**config.mk**
```make
export PLATFORM = sky130hd
export DESIGN_NAME = cpu_sleep_seq
export DESIGN_NICKNAME = d
export VERILOG_FILES = /design/src/rtl/slp_pkg.sv /design/src/rtl/slp_hold_cnt.sv /design/src/rtl/slp_fsm.sv /design/src/rtl/slp_out_dec.sv /design/src/rtl/cpu_sleep_seq.sv
export SDC_FILE = /design/constraint.sdc
export NUM_CORES = 1
export LEC_CHECK = 0
export ABC_AREA = 1
export CORE_MARGIN = 2
export CORE_UTILIZATION = 40
export DETAILED_ROUTE_END_ITERATION = 10
export GPL_TIMING_DRIVEN = 0
export HOLD_SLACK_MARGIN = 0.03
export PLACE_DENSITY_LB_ADDON = 0.15
export SKIP_LAST_GASP = 1
export SYNTH_ARGS = -nofsm -noshare
export SYNTH_HDL_FRONTEND = slang
export SYNTH_SLANG_ARGS = --single-unit
```
**constraint.sdc**
```tcl
create_clock -name clk -period 1.7 [get_ports clk]
set_clock_uncertainty 0.1 [all_clocks]
set_input_delay 0.17 -clock clk [delete_from_list [all_inputs] [get_ports clk]]
set_output_delay 0.17 -clock clk [all_outputs]
set_load 0.05 [all_outputs]
```
**src/rtl/slp_pkg.sv**
```systemverilog
package slp_pkg;
    typedef enum logic [2:0] {
        S_RUN, S_ARMED, S_GATE, S_PWROFF, S_RSTHOLD, S_SRREQ, S_DEEP, S_MEMUP
    } slp_state_e;

    typedef struct packed {
        logic core_clk;
        logic bus_clk;
        logic pwr;
        logic rst_n;
        logic pll;
        logic mem_clk;
        logic sr_req;
        logic mods_all;
        logic stby_flag;
        logic sleep_flag;
    } slp_ctl_t;
endpackage

```
**src/rtl/slp_hold_cnt.sv**
```systemverilog
module slp_hold_cnt #(
    parameter int RST_CYC = 16
) (
    input  logic clk,
    input  logic rst_n,
    input  logic active,
    output logic done
);
    localparam int CW = $clog2(RST_CYC + 1);
    localparam logic [CW-1:0] LAST = CW'(RST_CYC - 1);

    logic [CW-1:0] cnt_q;

    assign done = active && (cnt_q == LAST);

    always_ff @(posedge clk or negedge rst_n) begin
        if (!rst_n)
            cnt_q <= '0;
        else if (!active)
            cnt_q <= '0;
        else if (!done)
            cnt_q <= cnt_q + 1'b1;
    end
endmodule

```
**src/rtl/slp_fsm.sv**
```systemverilog
module slp_fsm
    import slp_pkg::*;
(
    input  logic       clk,
    input  logic       rst_n,
    input  logic       arm,
    input  logic       pgate,
    input  logic       deep,
    input  logic       stby,
    input  logic       wake,
    input  logic       sr_ack,
    input  logic       dll_lock,
    input  logic       hold_done,
    output slp_state_e state,
    output logic       pg_sel
);
    slp_state_e nxt;

    always_ff @(posedge clk or negedge rst_n) begin
        if (!rst_n) begin
            state  <= S_RUN;
            pg_sel <= 1'b0;
        end else begin
            state <= nxt;
            if (state == S_GATE)
                pg_sel <= pgate;
        end
    end

    always_comb begin
        nxt = state;
        unique case (state)
            S_RUN:     if (arm) nxt = S_ARMED;
            S_ARMED: begin
                if (wake || !arm) nxt = S_RUN;
                else if (stby)    nxt = S_GATE;
            end
            S_GATE: begin
                if (wake)       nxt = S_RUN;
                else if (deep)  nxt = S_SRREQ;
                else if (pgate) nxt = S_PWROFF;
            end
            S_PWROFF:  if (wake) nxt = S_RSTHOLD;
            S_RSTHOLD: if (hold_done) nxt = S_RUN;
            S_SRREQ:   if (sr_ack) nxt = S_DEEP;
            S_DEEP:    if (wake) nxt = S_MEMUP;
            S_MEMUP:   if (dll_lock) nxt = pg_sel ? S_RSTHOLD : S_RUN;
            default:   nxt = S_RUN;
        endcase
    end
endmodule

```
**src/rtl/slp_out_dec.sv**
```systemverilog
module slp_out_dec
    import slp_pkg::*;
#(
    parameter int NCLK = 4
) (
    input  slp_state_e      state,
    input  logic            pg_sel,
    input  logic [NCLK-1:0] keep_mask,
    output slp_ctl_t        ctl,
    output logic [NCLK-1:0] mod_en
);
    always_comb begin
        ctl = '{core_clk: 1'b1, bus_clk: 1'b1, pwr: 1'b1, rst_n: 1'b1,
                pll: 1'b1, mem_clk: 1'b1, sr_req: 1'b0, mods_all: 1'b1,
                stby_flag: 1'b0, sleep_flag: 1'b0};
        unique case (state)
            S_RUN, S_ARMED: ;
            S_GATE: begin
                ctl.core_clk = 1'b0; ctl.bus_clk = 1'b0;
                ctl.stby_flag = 1'b1; ctl.sleep_flag = 1'b1;
            end
            S_PWROFF: begin
                ctl.core_clk = 1'b0; ctl.bus_clk = 1'b0;
                ctl.pwr = 1'b0; ctl.rst_n = 1'b0;
                ctl.stby_flag = 1'b1; ctl.sleep_flag = 1'b1;
            end
            S_RSTHOLD: begin
                ctl.rst_n = 1'b0; ctl.stby_flag = 1'b1;
            end
            S_SRREQ: begin
                ctl.core_clk = 1'b0; ctl.bus_clk = 1'b0; ctl.sr_req = 1'b1;
                ctl.stby_flag = 1'b1; ctl.sleep_flag = 1'b1;
            end
            S_DEEP: begin
                ctl.core_clk = 1'b0; ctl.bus_clk = 1'b0;
                ctl.pwr = !pg_sel; ctl.rst_n = !pg_sel;
                ctl.pll = 1'b0; ctl.mem_clk = 1'b0; ctl.sr_req = 1'b1;
                ctl.mods_all = 1'b0;
                ctl.stby_flag = 1'b1; ctl.sleep_flag = 1'b1;
            end
            S_MEMUP: begin
                ctl.core_clk = 1'b0; ctl.bus_clk = 1'b0;
                ctl.pwr = !pg_sel; ctl.rst_n = !pg_sel;
                ctl.mods_all = 1'b0; ctl.stby_flag = 1'b1;
            end
            default: ;
        endcase
    end

    for (genvar i = 0; i < NCLK; i++) begin : g_mod
        assign mod_en[i] = ctl.mods_all | keep_mask[i];
    end
endmodule

```
**src/rtl/cpu_sleep_seq.sv**
```systemverilog
module cpu_sleep_seq
    import slp_pkg::*;
#(
    parameter int NCLK    = 4,
    parameter int RST_CYC = 16
) (
    input  logic            clk,
    input  logic            rst_n,
    input  logic            cfg_arm_i,
    input  logic            cfg_pgate_i,
    input  logic            cfg_deep_i,
    input  logic [NCLK-1:0] keep_mask_i,
    input  logic            core_stby_i,
    input  logic            wake_irq_i,
    input  logic            mem_sr_ack_i,
    input  logic            dll_lock_i,
    output logic            core_clk_en_o,
    output logic            bus_clk_en_o,
    output logic            core_pwr_on_o,
    output logic            core_rst_n_o,
    output logic            pll_en_o,
    output logic            mem_clk_en_o,
    output logic [NCLK-1:0] mod_clk_en_o,
    output logic            mem_sr_req_o,
    output logic [2:0]      stat_o
);
    slp_state_e state;
    logic       pg_sel;
    logic       hold_done;
    slp_ctl_t   ctl;

    slp_fsm u_fsm (
        .clk(clk), .rst_n(rst_n), .arm(cfg_arm_i), .pgate(cfg_pgate_i),
        .deep(cfg_deep_i), .stby(core_stby_i), .wake(wake_irq_i),
        .sr_ack(mem_sr_ack_i), .dll_lock(dll_lock_i), .hold_done(hold_done),
        .state(state), .pg_sel(pg_sel)
    );

    slp_hold_cnt #(.RST_CYC(RST_CYC)) u_hold (
        .clk(clk), .rst_n(rst_n), .active(state == S_RSTHOLD), .done(hold_done)
    );

    slp_out_dec #(.NCLK(NCLK)) u_dec (
        .state(state), .pg_sel(pg_sel), .keep_mask(keep_mask_i),
        .ctl(ctl), .mod_en(mod_clk_en_o)
    );

    assign core_clk_en_o = ctl.core_clk;
    assign bus_clk_en_o  = ctl.bus_clk;
    assign core_pwr_on_o = ctl.pwr;
    assign core_rst_n_o  = ctl.rst_n;
    assign pll_en_o      = ctl.pll;
    assign mem_clk_en_o  = ctl.mem_clk;
    assign mem_sr_req_o  = ctl.sr_req;
    assign stat_o        = {ctl.sleep_flag, ctl.stby_flag, cfg_arm_i};
endmodule

```
==> impl_metrics.json, run 1 <==
{
  "outcome": "finished, final reports clean",
  "tightest_slew_ns": 0.486,
  "r2r-end": "u_fsm.state[2]",
  "start_util": 0.437,
  "syn_area_um2": 779,
  "hold-worst-slack_ns": 0.0853,
  "antenna_found_initial": 0,
  "end_kind": "primary output",
  "placed_cell_area_mm2": 0.00109,
  "setup_slack_ns": 0.00788,
  "fin_crit_sh": 0.995,
  "nets": 174,
  "max_freq_mhz": 591,
  "synth_edf_count": 0,
  "drv_slew": 0,
  "final_area_mm2": 0.00119,
  "dpl.hpwl_um": 1520,
  "cts.path.max_buffers": 2,
  "pre_cts_slack_ns": -0.414,
  "cellPowerDensity_mw_per_mm2": 1310,
  "drive_gt1_frac": 0.392,
  "drc": 0,
  "cp_max_fo": 10,
  "numCtsBuffers": 3,
  "final.setup.tns_ns": 0,
  "numPortBuffers": 26,
  "grt_max_degree": 11,
  "n_antenna_cell": 0,
  "clock_sinks": 9,
  "postCtsHoldBufs": 0,
  "grt_pass1_wl_um": 2970,
  "relSlewSlack": 0.677,
  "cp.required_ns": 1.43,
  "finalHoldViolations": 0,
  "ys_warn_count": 0,
  "core_area_mm2": 0.00178,
  "area.growth.synth_to_final_pct": 52.5,
  "p_leak_nw": 0.598,
  "clk_pin_slew_ns": 0.07,
  "r2r_setup_slack_ns": 0.06,
  "synthFlopType": "dfrtp_1",
  "syn_area_per_cell_um2": 6.50,
  "die_h_um": 48.1,
  "drt_iter0_drc": 27,
  "r2r_start": "u_hold.cnt_q[1]",
  "num_vias": 891,
  "insertion_delay_ns": 0.28,
  "worstPathArrival_ns": 1.42,
  "synthCells": 120,
  "rsz0062_at_grt": "yes",
  "via_per_inst": 4.87,
  "final_common_cell": "nand2_1",
  "mostFrequentLayoutCells": "nand2_1 (24), inv_1 (16), buf_4 (14)",
  "cts_max_level": 1,
  "max-cap-violations": 0,
  "setup_violations": 0,
  "cts-root-buf": "clkbuf_4",
  "dr.pass1.iters": 5,
  "yosys.cell_types.count": 24,
  "rows": 15,
  "ant_nets": 0,
  "path_class": "flip-flop to primary output",
  "cts_tree": "yes",
  "wl_um": 2070,
  "cp-start-kind": "flip-flop",
  "grt_pass1_vias": 744,
  "routabilityCongestion": 0.873,
  "grt-ovfl-total": 0,
  "synthArstFlopShare": 1.00,
  "post-route-min-period_ns": 1.69,
  "ys_seq_area_frac": 0.289,
  "syn_nets": 135,
  "die_x_um": 48.1,
  "wl_per_cell_um": 11.3,
  "synth-seq-cells": 9,
  "hold_path.class": "input port to async pin",
  "vdd_drop_max_v": 0.000959,
  "reg2regPathDepth": 11,
  "grt_usage": 0.184,
  "pin_count": 27,
  "die_area_mm2": 0.00232
}
-- stage by stage --
stage / util / cells / power [mW]
final: 0.667 / 183 / 1.55
after global routing: 0.667 / 183 / 1.67
after CTS: 0.627 / 177 / 1.48
after detailed placement: 0.609 / 171 / 1.34
after global placement: 0.609 / 171 / 1.32
after floorplan: - / 120 / 1.06
-- report_power, final --
| group | leakage, nW | internal [mW] | switching (mW) |
|---|---|---|---|
| registers | 0.118 | 0.265 | 0.0545 |
| logic | 0.463 | 0.373 | 0.688 |
| clock network | 0.0177 | 0.0874 | 0.0866 |
| total | 0.598 | 0.725 | 0.829 |
-- area by class of cell --
class                           count  area [µm²]
Fill cell                         165         594
Multi-Input combinational cell     84         495
Timing Repair Buffer               34         277
Sequential cell                     9         226
Inverter                           22        86.3
Buffer                              5        45.0
Tap cell                           25        31.3
Clock buffer                        3        22.5
Clock inverter                      1        5.00
-- per-layer routing --
layer  track usage  share of wire
met3        0.0667          0.086
met1         0.228           0.44
met2         0.308           0.47
met5             0              0
met4        0.0324         0.0063
-- worst max-delay path by stage --
stage                   startpoint      endpoint  cells past startpoint
CTS                 u_fsm.state[1]  core_rst_n_o                      4
finish              u_fsm.state[0]  core_rst_n_o                      6
detailed placement  u_fsm.state[1]  core_rst_n_o                      5
global placement    u_fsm.state[1]  core_rst_n_o                      5
floorplan           u_fsm.state[1]  core_rst_n_o                      4
global route        u_fsm.state[1]  core_rst_n_o                      5
-- critical path, stage by stage, from the launching register on --
cell	delay, ns
dfrtp_1	0.42
buf_6	0.16
nand2_1	0.08
nor2_2	0.05
a21oi_2	0.12
and2_1	0.16
buf_6	0.16
-- registers in the layout, summed over array words and instances, names as in the netlist --
signal	count
u_fsm.pg_sel	1
u_hold.cnt_q	5
u_fsm.state	3
-- synth_stat cells (2+ instances only) --
| library cell | number | share of area |
|---|---|---|
| nor2_1 | 13 | 0.063 |
| o21ai_0 | 4 | 0.026 |
| inv_2 | 3 | 0.014 |
| nand2_2 | 5 | 0.040 |
| or2_2 | 4 | 0.032 |
| nand3_2 | 3 | 0.039 |
| nor2_2 | 4 | 0.032 |
| dfrtp_1 | 9 | 0.29 |
| inv_1 | 18 | 0.087 |
| nand2_1 | 26 | 0.13 |
| buf_4 | 4 | 0.039 |
| nand4_1 | 2 | 0.016 |
| nor3_1 | 2 | 0.013 |
| nand3_1 | 10 | 0.064 |
| a21oi_1 | 3 | 0.019 |
| ha_1 | 2 | 0.032 |
-- what timing repair did --
| action | in CTS | in global routing |
|---|---|---|
| buffers inserted | 2 | 6 |
| setup endpoints to repair | 17 | 14 |
| resized for setup | 65 | 22 |
| pin swaps | 3 | 8 |
-- cell families after synthesis --
group	Yosys count	share of synthesized area
AO/OA/AOI/OAI	11	0.0787
adder cells (fa/ha/maj)	2	0.0321
buffers and inverters	27	0.161
flip-flops	9	0.289
AND/OR/NAND/NOR	71	0.440
Note: power is estimated with default switching activity, not from simulation.
==> inputs of run 2 (changes only) <==
SLEW_MARGIN = 20   (was default)
==> results of run 2 <==
No change in the layout: final DEF, timing and power equal those of run 1.
==> inputs of run 3 (changes only) <==
CORE_ASPECT_RATIO = 0.8   (was default)
CTS_CLUSTER_DIAMETER = 200   (was default)
CTS_CLUSTER_SIZE = 30   (was default)
==> run 3 against run 2 <==
  * Fmax increased by 2.0%
  * Critical path depth decreased by 1
  * Utilization decreased by 1.1 points
  * Worst setup slack improved by 0.034 ns
  * Design area increased by 2.4%
  * Final cell count unchanged
  * Via count increased by 0.56%
  * Non-clock buffer count increased by 1
  * Count of clock-buffer cells in the layout unchanged
  * Critical endpoint unchanged
  * Largest power group unchanged
  * Highest routed layer unchanged
==> impl_metrics.json, run 3 (synthesis gave the netlist of run 1 again) <==
{
  "grt-ovfl-total": 0,
  "core_area_mm2": 0.00186,
  "drt_iter0_drc": 33,
  "cts-root-buf": "clkbuf_4",
  "die_x_um": 53.4,
  "p_int_mw": 0.789,
  "pre_cts_slack_ns": -0.435,
  "outcome": "finished, final reports clean",
  "top_regs": "u_hold.cnt_q (5), u_fsm.state (3), u_fsm.pg_sel (1)",
  "setup_violations": 0,
  "sw_frac_of_total": 0.526,
  "numCtsBuffers": 3,
  "grt_max_degree": 11,
  "drive_gt1_frac": 0.428,
  "grt_pass1_vias": 781,
  "vdd_drop_max_v": 0.00109,
  "final_common_cell": "nand2_1",
  "cts.path.max_buffers": 2,
  "relSlewSlack": 0.679,
  "hold-worst-slack_ns": 0.0915,
  "rows": 14,
  "cts_tree": "yes",
  "largest_register_ffs": 5,
  "max_freq_mhz": 603,
  "tightest_slew_ns": 0.483,
  "pwr-share-comb": 0.705,
  "clk_pin_slew_ns": 0.06,
  "cp_max_fo": 3,
  "cellPowerDensity_mw_per_mm2": 1370,
  "fin_crit_sh": 0.975,
  "n_antenna_cell": 0,
  "nets": 175,
  "die_area_mm2": 0.00232,
  "hold_path.class": "input port to async pin",
  "p_switching_mw": 0.874,
  "finalHoldViolations": 0,
  "power_frac_clock": 0.101,
  "numPortBuffers": 26,
  "wl_per_cell_um": 11.2,
  "pin_count": 27,
  "end_kind": "primary output",
  "num_vias": 896,
  "rsz0062_at_grt": "yes",
  "path_class": "flip-flop to primary output",
  "cts_max_level": 1,
  "cp-start-kind": "flip-flop",
  "regMostFlops": "u_hold.cnt_q",
  "area.growth.synth_to_final_pct": 56.2,
  "die_h_um": 43.5,
  "p_seq_frac": 0.194,
  "routabilityCongestion": 0.819,
  "grt_pass1_wl_um": 3150,
  "clock_sinks": 9,
  "mostFrequentLayoutCells": "nand2_1 (23), inv_1 (15), buf_4 (14)",
  "dr.pass1.iters": 4,
  "cp.required_ns": 1.43,
  "wl_um": 2050,
  "drc": 0,
  "setup_slack_ns": 0.0417,
  "antenna_found_initial": 0,
  "grt_usage": 0.180,
  "worstPathArrival_ns": 1.39,
  "ant_nets": 0,
  "via_per_inst": 4.90,
  "post-route-min-period_ns": 1.66,
  "max-cap-violations": 0,
  "insertion_delay_ns": 0.27,
  "p_leak_nw": 0.616,
  "drv_slew": 0,
  "dpl.hpwl_um": 1500,
  "start_util": 0.420
}
==> run 3: repair_timing <==
action,in CTS,in global routing
hold endpoints to repair,0,0
hold buffers,0,0
pin swaps,4,9
gates resized for setup,72,21
setup endpoints to repair,18,10
setup buffers,2,7
==> run 3: area by class of cell <==
type,instances,area [µm²]
Buffer,5,45.0
Clock buffer,3,22.5
Clock inverter,1,5.00
Fill cell,167,639
Inverter,22,87.6
Multi-Input combinational cell,84,518
Sequential cell,9,226
Tap cell,24,30.0
Timing Repair Buffer,35,283
==> run 3: metal layers <==
metal	share of wire	vias to the layer above	global-route usage
met5	0	-	0
met1	0.42	407	0.256
li1	-	449	-
met2	0.45	38	0.272
met3	0.12	2	0.0759
met4	0.0058	0	0.00513
==> run 3: path summary, 6_finish.rpt <==
check                           startpoint               to  slack, ns  depth (start not counted)
min reg2reg                u_hold.cnt_q[3]  u_hold.cnt_q[3]       0.44                          3
max reg2reg                u_hold.cnt_q[1]   u_fsm.state[1]       0.07                         11
min in group clk           u_hold.cnt_q[3]  u_hold.cnt_q[3]       0.44                          3
max                         u_fsm.state[0]     core_rst_n_o       0.04                          5
max in group asynchronous            rst_n   u_fsm.state[1]       1.11                          1
min                                  rst_n   u_fsm.state[2]       0.09                          1
==> run 3: stage by stage <==
stage	instances	cell area (µm²)	util	power [mW]	TNS, ns
final	183	1220	0.656	1.66	0
after detailed placement	170	1080	0.584	1.34	-3.65
after global placement	170	1080	0.584	1.32	-3.13
after floorplan	120	795	-	1.06	-0.261
after CTS	176	1100	0.594	1.50	-0.0458
after global routing	183	1220	0.656	1.78	-0.0739
==> run 3: power groups by stage <==
stage | Combinational (mW) | Sequential (mW) | Clock [mW]
floorplan | 0.757 | 0.304 | 0
global placement | 1.01 | 0.315 | 0
detailed placement | 1.02 | 0.318 | 0
CTS | 1.01 | 0.319 | 0.167
global route | 1.26 | 0.326 | 0.192
finish | 1.17 | 0.323 | 0.168
==> run 3: critical path, stage by stage (launching register included) <==
cell and delay [ns]:
dfrtp_1 0.40, buf_4 0.16, nor2_4 0.16, nand2_2 0.10, and2_4 0.17, buf_8 0.14
